**src/rtl/mbox_pkg.sv**
```systemverilog
// Shared constants for the dual-port mailbox: register offsets (byte
// addresses within one side's window) and bit positions inside the status
// and error words. Assumes a 64-byte window per side.
package mbox_pkg;

    localparam logic [5:0] OFS_TXDATA = 6'h00;
    localparam logic [5:0] OFS_RXDATA = 6'h08;
    localparam logic [5:0] OFS_STATUS = 6'h10;
    localparam logic [5:0] OFS_ERROR  = 6'h14;
    localparam logic [5:0] OFS_SENDTH = 6'h18;
    localparam logic [5:0] OFS_RECVTH = 6'h1C;

    localparam int ST_RX_EMPTY = 0;
    localparam int ST_TX_FULL  = 1;
    localparam int ST_SEND_LVL = 2;
    localparam int ST_RECV_LVL = 3;

    localparam int ER_EMPTY = 0;
    localparam int ER_FULL  = 1;

    localparam logic [1:0] RESP_OKAY = 2'b00;

endpackage

```
**src/rtl/mbox_fifo.sv**
```systemverilog
// Single-clock queue carrying words from one side to the other.
// Assumes DEPTH is a power of two, so the pointers wrap naturally, and
// assumes the caller never pushes when full or pops when empty.
// The head word is presented combinationally.
module mbox_fifo #(
    parameter int DATA_W = 32,
    parameter int DEPTH  = 16,
    localparam int PTR_W = $clog2(DEPTH),
    localparam int CNT_W = PTR_W + 1
) (
    input  logic              clk,
    input  logic              rst_n,
    input  logic              push_i,
    input  logic [DATA_W-1:0] push_data_i,
    input  logic              pop_i,
    output logic [DATA_W-1:0] head_o,
    output logic [CNT_W-1:0]  level_o,
    output logic              full_o,
    output logic              empty_o
);

    logic [DATA_W-1:0] mem [DEPTH];
    logic [PTR_W-1:0]  wr_ptr_q, rd_ptr_q;
    logic [CNT_W-1:0]  count_q;

    // Store the pushed word at the write pointer.
    always_ff @(posedge clk) begin
        if (push_i) mem[wr_ptr_q] <= push_data_i;
    end

    // Advance pointers and the fill count; reset empties the queue.
    always_ff @(posedge clk) begin
        if (!rst_n) begin
            wr_ptr_q <= '0;
            rd_ptr_q <= '0;
            count_q  <= '0;
        end else begin
            if (push_i) wr_ptr_q <= wr_ptr_q + PTR_W'(1);
            if (pop_i)  rd_ptr_q <= rd_ptr_q + PTR_W'(1);
            if (push_i && !pop_i)      count_q <= count_q + CNT_W'(1);
            else if (pop_i && !push_i) count_q <= count_q - CNT_W'(1);
        end
    end

    assign head_o  = mem[rd_ptr_q];
    assign level_o = count_q;
    assign full_o  = (count_q == CNT_W'(DEPTH));
    assign empty_o = (count_q == '0);

    // the side logic must never push into a full queue.
    p_no_overflow_r3: assert property (@(posedge clk) disable iff (!rst_n)
        push_i |-> !full_o);
    // the side logic must never pop an empty queue.
    p_no_underflow_r4: assert property (@(posedge clk) disable iff (!rst_n)
        pop_i |-> !empty_o);
    // a lone push grows the fill by exactly one.
    p_level_up_r2: assert property (@(posedge clk) disable iff (!rst_n)
        (push_i && !pop_i) |=> (level_o == $past(level_o) + CNT_W'(1)));
    // a simultaneous push and pop keep the fill unchanged.
    p_level_same_r10: assert property (@(posedge clk) disable iff (!rst_n)
        (push_i && pop_i) |=> $stable(level_o));

endmodule

```
**src/rtl/mbox_side.sv**
```systemverilog
// One side of the mailbox: AXI4-Lite slave handshakes, register decode,
// threshold registers, sticky error bits and the push/pop requests to the
// two queues. Assumes single outstanding transactions per channel pair.
// Every response is OKAY; byte strobes are not used (full-word writes).
module mbox_side
    import mbox_pkg::*;
#(
    parameter int DATA_W = 32,
    parameter int DEPTH  = 16,
    parameter int ADDR_W = 6,
    localparam int TH_W  = $clog2(DEPTH),
    localparam int CNT_W = TH_W + 1
) (
    input  logic              clk,
    input  logic              rst_n,
    input  logic [ADDR_W-1:0] awaddr_i,
    input  logic              awvalid_i,
    output logic              awready_o,
    input  logic [DATA_W-1:0] wdata_i,
    input  logic              wvalid_i,
    output logic              wready_o,
    output logic [1:0]        bresp_o,
    output logic              bvalid_o,
    input  logic              bready_i,
    input  logic [ADDR_W-1:0] araddr_i,
    input  logic              arvalid_i,
    output logic              arready_o,
    output logic [DATA_W-1:0] rdata_o,
    output logic [1:0]        rresp_o,
    output logic              rvalid_o,
    input  logic              rready_i,
    output logic              tx_push_o,
    output logic [DATA_W-1:0] tx_data_o,
    input  logic              tx_full_i,
    input  logic [CNT_W-1:0]  tx_level_i,
    output logic              rx_pop_o,
    input  logic [DATA_W-1:0] rx_head_i,
    input  logic              rx_empty_i,
    input  logic [CNT_W-1:0]  rx_level_i
);

    logic              bvalid_q, rvalid_q;
    logic [DATA_W-1:0] rdata_q;
    logic [TH_W-1:0]   send_th_q, recv_th_q;
    logic [1:0]        err_q;
    logic              wr_fire, rd_fire;
    logic              full_evt, empty_evt, err_clr;
    logic              send_lvl, recv_lvl;
    logic [DATA_W-1:0] rd_word;

    // Handshake acceptance: one write and one read may be taken per cycle.
    assign wr_fire   = awvalid_i && wvalid_i && !bvalid_q;
    assign rd_fire   = arvalid_i && !rvalid_q;
    assign awready_o = wr_fire;
    assign wready_o  = wr_fire;
    assign arready_o = !rvalid_q;
    assign bvalid_o  = bvalid_q;
    assign rvalid_o  = rvalid_q;
    assign rdata_o   = rdata_q;
    assign bresp_o   = RESP_OKAY;
    assign rresp_o   = RESP_OKAY;

    // Queue requests and error events derived from the decoded access.
    assign tx_data_o = wdata_i;
    assign tx_push_o = wr_fire && (awaddr_i == ADDR_W'(OFS_TXDATA)) && !tx_full_i;
    assign full_evt  = wr_fire && (awaddr_i == ADDR_W'(OFS_TXDATA)) && tx_full_i;
    assign rx_pop_o  = rd_fire && (araddr_i == ADDR_W'(OFS_RXDATA)) && !rx_empty_i;
    assign empty_evt = rd_fire && (araddr_i == ADDR_W'(OFS_RXDATA)) && rx_empty_i;
    assign err_clr   = rd_fire && (araddr_i == ADDR_W'(OFS_ERROR));

    // Level comparators against the programmed thresholds.
    assign send_lvl = (tx_level_i <= {1'b0, send_th_q});
    assign recv_lvl = (rx_level_i >  {1'b0, recv_th_q});

    // Read multiplexer: selects the word returned for the accepted address.
    always_comb begin
        rd_word = '0;
        if (araddr_i == ADDR_W'(OFS_RXDATA)) begin
            rd_word = rx_empty_i ? '0 : rx_head_i;
        end else if (araddr_i == ADDR_W'(OFS_STATUS)) begin
            rd_word[ST_RX_EMPTY] = rx_empty_i;
            rd_word[ST_TX_FULL]  = tx_full_i;
            rd_word[ST_SEND_LVL] = send_lvl;
            rd_word[ST_RECV_LVL] = recv_lvl;
        end else if (araddr_i == ADDR_W'(OFS_ERROR)) begin
            rd_word[1:0] = err_q;
        end else if (araddr_i == ADDR_W'(OFS_SENDTH)) begin
            rd_word[TH_W-1:0] = send_th_q;
        end else if (araddr_i == ADDR_W'(OFS_RECVTH)) begin
            rd_word[TH_W-1:0] = recv_th_q;
        end
    end

    // Write response channel: raise after acceptance, drop on BREADY.
    always_ff @(posedge clk) begin
        if (!rst_n)        bvalid_q <= 1'b0;
        else if (wr_fire)  bvalid_q <= 1'b1;
        else if (bready_i) bvalid_q <= 1'b0;
    end

    // Read data channel: capture the word at acceptance, hold until RREADY.
    always_ff @(posedge clk) begin
        if (!rst_n) begin
            rvalid_q <= 1'b0;
            rdata_q  <= '0;
        end else if (rd_fire) begin
            rvalid_q <= 1'b1;
            rdata_q  <= rd_word;
        end else if (rready_i) begin
            rvalid_q <= 1'b0;
        end
    end

    // Threshold registers keep only the low log2(DEPTH) bits.
    always_ff @(posedge clk) begin
        if (!rst_n) begin
            send_th_q <= '0;
            recv_th_q <= '0;
        end else if (wr_fire) begin
            if (awaddr_i == ADDR_W'(OFS_SENDTH)) send_th_q <= wdata_i[TH_W-1:0];
            if (awaddr_i == ADDR_W'(OFS_RECVTH)) recv_th_q <= wdata_i[TH_W-1:0];
        end
    end

    // Sticky error bits: clear on read, a same-cycle event wins.
    always_ff @(posedge clk) begin
        if (!rst_n) begin
            err_q <= '0;
        end else begin
            err_q[ER_FULL]  <= (err_q[ER_FULL]  && !err_clr) || full_evt;
            err_q[ER_EMPTY] <= (err_q[ER_EMPTY] && !err_clr) || empty_evt;
        end
    end

    // a pending write response is held until taken.
    p_bvalid_hold_r1: assert property (@(posedge clk) disable iff (!rst_n)
        (bvalid_q && !bready_i) |=> bvalid_q);
    // a pending read response holds its data until taken.
    p_rvalid_hold_r1: assert property (@(posedge clk) disable iff (!rst_n)
        (rvalid_q && !rready_i) |=> (rvalid_q && $stable(rdata_q)));
    // a full error survives anything except an error-word read.
    p_err_sticky_r7: assert property (@(posedge clk) disable iff (!rst_n)
        (err_q[ER_FULL] && !err_clr) |=> err_q[ER_FULL]);
    // a rejected write always leaves the full error set.
    p_full_err_r3: assert property (@(posedge clk) disable iff (!rst_n)
        full_evt |=> err_q[ER_FULL]);
    // a read of an empty queue always leaves the empty error set.
    p_empty_err_r4: assert property (@(posedge clk) disable iff (!rst_n)
        empty_evt |=> err_q[ER_EMPTY]);

endmodule

```
**src/rtl/mbox_dual_axil.sv**
```systemverilog
// Top of the dual-port mailbox. Queue k carries words from side k to the
// opposite side. Both sides run on the shared clock and reset.
module mbox_dual_axil #(
    parameter int DATA_W = 32,
    parameter int DEPTH  = 16,
    parameter int ADDR_W = 6
) (
    input  logic              clk,
    input  logic              rst_n,
    input  logic [ADDR_W-1:0] s0_awaddr,
    input  logic              s0_awvalid,
    output logic              s0_awready,
    input  logic [DATA_W-1:0] s0_wdata,
    input  logic              s0_wvalid,
    output logic              s0_wready,
    output logic [1:0]        s0_bresp,
    output logic              s0_bvalid,
    input  logic              s0_bready,
    input  logic [ADDR_W-1:0] s0_araddr,
    input  logic              s0_arvalid,
    output logic              s0_arready,
    output logic [DATA_W-1:0] s0_rdata,
    output logic [1:0]        s0_rresp,
    output logic              s0_rvalid,
    input  logic              s0_rready,
    input  logic [ADDR_W-1:0] s1_awaddr,
    input  logic              s1_awvalid,
    output logic              s1_awready,
    input  logic [DATA_W-1:0] s1_wdata,
    input  logic              s1_wvalid,
    output logic              s1_wready,
    output logic [1:0]        s1_bresp,
    output logic              s1_bvalid,
    input  logic              s1_bready,
    input  logic [ADDR_W-1:0] s1_araddr,
    input  logic              s1_arvalid,
    output logic              s1_arready,
    output logic [DATA_W-1:0] s1_rdata,
    output logic [1:0]        s1_rresp,
    output logic              s1_rvalid,
    input  logic              s1_rready
);

    localparam int CNT_W = $clog2(DEPTH) + 1;

    logic              q_push  [2];
    logic [DATA_W-1:0] q_wdata [2];
    logic              q_pop   [2];
    logic [DATA_W-1:0] q_head  [2];
    logic [CNT_W-1:0]  q_level [2];
    logic              q_full  [2];
    logic              q_empty [2];

    // One queue per direction.
    for (genvar k = 0; k < 2; k++) begin : g_queue
        mbox_fifo #(.DATA_W(DATA_W), .DEPTH(DEPTH)) fifo_i (
            .clk        (clk),
            .rst_n      (rst_n),
            .push_i     (q_push[k]),
            .push_data_i(q_wdata[k]),
            .pop_i      (q_pop[k]),
            .head_o     (q_head[k]),
            .level_o    (q_level[k]),
            .full_o     (q_full[k]),
            .empty_o    (q_empty[k])
        );
    end

    mbox_side #(.DATA_W(DATA_W), .DEPTH(DEPTH), .ADDR_W(ADDR_W)) side0_i (
        .clk(clk), .rst_n(rst_n),
        .awaddr_i(s0_awaddr), .awvalid_i(s0_awvalid), .awready_o(s0_awready),
        .wdata_i(s0_wdata), .wvalid_i(s0_wvalid), .wready_o(s0_wready),
        .bresp_o(s0_bresp), .bvalid_o(s0_bvalid), .bready_i(s0_bready),
        .araddr_i(s0_araddr), .arvalid_i(s0_arvalid), .arready_o(s0_arready),
        .rdata_o(s0_rdata), .rresp_o(s0_rresp), .rvalid_o(s0_rvalid),
        .rready_i(s0_rready),
        .tx_push_o(q_push[0]), .tx_data_o(q_wdata[0]), .tx_full_i(q_full[0]),
        .tx_level_i(q_level[0]),
        .rx_pop_o(q_pop[1]), .rx_head_i(q_head[1]), .rx_empty_i(q_empty[1]),
        .rx_level_i(q_level[1])
    );

    mbox_side #(.DATA_W(DATA_W), .DEPTH(DEPTH), .ADDR_W(ADDR_W)) side1_i (
        .clk(clk), .rst_n(rst_n),
        .awaddr_i(s1_awaddr), .awvalid_i(s1_awvalid), .awready_o(s1_awready),
        .wdata_i(s1_wdata), .wvalid_i(s1_wvalid), .wready_o(s1_wready),
        .bresp_o(s1_bresp), .bvalid_o(s1_bvalid), .bready_i(s1_bready),
        .araddr_i(s1_araddr), .arvalid_i(s1_arvalid), .arready_o(s1_arready),
        .rdata_o(s1_rdata), .rresp_o(s1_rresp), .rvalid_o(s1_rvalid),
        .rready_i(s1_rready),
        .tx_push_o(q_push[1]), .tx_data_o(q_wdata[1]), .tx_full_i(q_full[1]),
        .tx_level_i(q_level[1]),
        .rx_pop_o(q_pop[0]), .rx_head_i(q_head[0]), .rx_empty_i(q_empty[0]),
        .rx_level_i(q_level[0])
    );

endmodule

```
**config.mk**
```make
export PLATFORM = sky130hd
export DESIGN_NAME = mbox_dual_axil
export DESIGN_NICKNAME = d
export VERILOG_FILES = /design/src/rtl/mbox_pkg.sv /design/src/rtl/mbox_fifo.sv /design/src/rtl/mbox_side.sv /design/src/rtl/mbox_dual_axil.sv
export SDC_FILE = /design/constraint.sdc
export NUM_CORES = 1
export LEC_CHECK = 0
export ABC_AREA = 1
export BUFFER_PORTS_ARGS = -buffer_cell sky130_fd_sc_hd__buf_2
export CAP_MARGIN = 15
export CORE_ASPECT_RATIO = 0.7
export CORE_MARGIN = 5
export CORE_UTILIZATION = 39
export DETAILED_ROUTE_END_ITERATION = 10
export HOLD_SLACK_MARGIN = 0.15
export PLACE_DENSITY = 0.62
export SYNTH_ARGS = -nofsm -noshare
export SYNTH_HDL_FRONTEND = slang
export SYNTH_HIERARCHICAL = 1
export SYNTH_SLANG_ARGS = --single-unit
```
**constraint.sdc**
```tcl
create_clock -name clk -period 3.99 [get_ports clk]
set_input_delay 0.5985 -clock clk [delete_from_list [all_inputs] [get_ports clk]]
set_output_delay 0.5985 -clock clk [all_outputs]
set_load 0.1 [all_outputs]
```
==> metrics.cfg <==
[clock_network]
cts_buffers=115
cts_tree=yes
clk_latency_ps=710
numClockSinks=1146
clk_pin_slew_worst_paths_ps=60
hold_buffers=2
root_buffer=clkbuf_16
cts_resized=0
post_cts_buffers=0
htree_num_levels=3
cts_buffer_depth=3

[floorplanning]
std_cell_rows=110
die_y_microns=311.1
dieArea_sq_um=136900
core-area_sq_um=128500
start_util=0.3928
fp.dieW_microns=440.1
ios=182

[route]
drcViolationCount=0
num_vias=33750
wire_per_inst_microns=18.28
ant_nets=0
dr.pass1.iters=5
routed_wl_microns=127500
dr.first_iter.drc_count=2976
viasPerCell=4.841

[yosys]
synthArstFlopShare=0
synth-edff-count=1024
synth_area_leader_cell=edfxtp_1
yosys_register_bits=1146
synth-main-ff-cell=edfxtp_1
synth.avg_cell_area_sq_um=9.991
syn_inst=5054
synth_area_leaders=edfxtp_1 61%, nand2_1 12%, nand3_1 8.0%
syn_area_sq_um=50490
synth_cell_types=34
ys_seq_area_frac=0.6573
synth_top_area_frac=0.6090
ys_warn_count=6
yosys-top-cells-count=1564 x nand2_1, 1024 x edfxtp_1, 882 x inv_1, 810 x nand3_1, 122 x dfxtp_1
yosysMostFrequentCell=nand2_1

[grt]
grt-ovfl-total=0
grt_pass1_wl_microns=193800
grt_max_degree=189
antenna_found_initial=17
grt_pass1_vias=31720
grt_util_all_layers=0.1826

[critical_path]
path_class=flip-flop to flip-flop
worst_setup_path_start_kind=flip-flop
crit_fanout=6
ff2ff_path_depth=13
crit_path_end_kind=flip-flop
endpoint=g_queue[1].fifo_i/level_o[4]
cp.required_ps=4590
rrSetupSlack_ps=960
cp.arrival_ps=3630
r2r-end=g_queue[1].fifo_i/level_o[4]
r2r_start=g_queue[1].fifo_i/level_o[1]
crit_start=g_queue[1].fifo_i/level_o[1]

[final_layout]
drive_gt1_frac=0.09242
multiInputGateArea_sq_um=12150
regArea_sq_um=33210
fillers=12010
nNetsFinal=5260
syn2layout_area_growth_pct=11.84

[sta]
min_period_over_period=0.7591
finalHoldViolCount=0
worst_pin_slew_ps=1186
finalSetupTns_ps=0
fin_ws_ps=961.0
max_freq_mhz=330.1
slew_headroom=0.2085
final.min_clock_period_ps=3029
drv_slew=0
setup_viol=0
skew_ps=33.91
rsz0062_at_grt=false

[worst_hold_path]
holdPathStages=3
hold_path.class=input pin to flip-flop

[place]
port-buffer-count=173
place_ws_ps=629.7
dp_hpwl_microns=75030
gp_congestion=0.8083

[power]
power_density_nw_per_um2=430.5
peakVddDrop_mv=0.3068
p_leak_nw=23.63

[job]
cap_violations=0

[run_status]
outcome=complete, no violations

flip-flops by register name (all words and copies together), names as in the netlist, named ones only:
| signal | count |
|---|---|
| g_queue.fifo_i/mem | 1024 |
| side0_i/rdata_o | 32 |
| side1_i/rdata_o | 32 |
| g_queue.fifo_i/level_o | 10 |
| g_queue.fifo_i/rd_ptr_q | 8 |
| g_queue.fifo_i/wr_ptr_q | 8 |
| side0_i/recv_th_q | 4 |
| side0_i/send_th_q | 4 |
| side1_i/recv_th_q | 4 |
| side1_i/send_th_q | 4 |
| side0_i/err_q | 2 |
| side1_i/err_q | 2 |
| side0_i/bvalid_o | 1 |
| side0_i/rvalid_o | 1 |
| side1_i/bvalid_o | 1 |
| side1_i/rvalid_o | 1 |
kinds of logic after synthesis:
| kind of cell | synth area share |
|---|---|
| other cells | 0.0001487 |
| compound gates | 0.01435 |
| fa+ha+maj | 0.009218 |
| simple gates | 0.2106 |
| xor+xnor | 0.001041 |
| buf+inv | 0.1073 |
| flops | 0.6573 |
placed cells by master (no fill, tap or decap), types with 26 or more instances in the layout:
cell	instances
clkbuf_1	26
o21ai_0	34
buf_2	173
buf_4	54
clkinv_2	26
clkbuf_16	118
inv_1	879
ha_1	34
nand2_1	1563
edfxtp_1	1024
nor2_4	34
nand3_1	810
nor2_1	76
dfxtp_1	114
a21oi_1	103
cell type report:
cell class	count	area share
Clock inverter	66	0.01046
Multi-Input combinational cell	2717	0.2152
Tap cell	1736	0.03846
Sequential cell	1146	0.5881
Inverter	890	0.05942
Antenna cell	10	0.0004431
Timing Repair Buffer	254	0.03173
Clock buffer	153	0.05621
power breakdown:
part / switching (mW) / internal (mW)
Sequential: 0.0105 / 13.1
Combinational: 0.434 / 0.0763
Clock: 4.56 / 6.17
worst max-delay path, cell delays in order, from the launching register on:
cell and delay (ps):
dfxtp_1 430, inv_1 110, nand4_1 130, nor2_1 160, nor3_1 650, inv_1 180, ha_1 270, inv_1 140
ha_1 270, or2_2 320, nand3_1 100, nand3_1 80, nand2_1 70, inv_1 40
how the worst min path moves through the flow:
stage,from,end,slack (ps)
6_report,s0_rready,side0_i/rvalid_o,220
5_1_grt,s0_rready,side0_i/rvalid_o,190
4_1_cts,s0_rready,side0_i/rvalid_o,170
3_5_place_dp,side1_i/rdata_o[24],side1_i/rdata_o[24],450
3_3_place_gp,side1_i/err_q[0],side1_i/err_q[0],450
2_1_floorplan,side1_i/err_q[0],side1_i/err_q[0],440
layer usage:
layer,routed length (microns),vias up,part of all wire,track usage
li1,-,16370,-,-
met1,59720,16110,0.47,0.2719
met2,55670,1069,0.44,0.2728
met3,8584,191,0.067,0.03342
met4,3403,12,0.027,0.05322
met5,84,-,0.00066,0
through the flow:
stage	area [sq um]	util	power (mW)	hold slack [ps]	cells
after floorplan	50520	-	13.65	439.3	5060
after global placement	52660	0.4097	13.82	449.1	6741
after detailed placement	52660	0.4097	13.83	452.6	6741
after CTS	56450	0.4391	24.54	165.4	6962
after global routing	56450	0.4392	25.08	185.5	6965
final	56470	0.4393	24.31	222.0	6972
No activity file was read; power rests on OpenSTA's default activity.
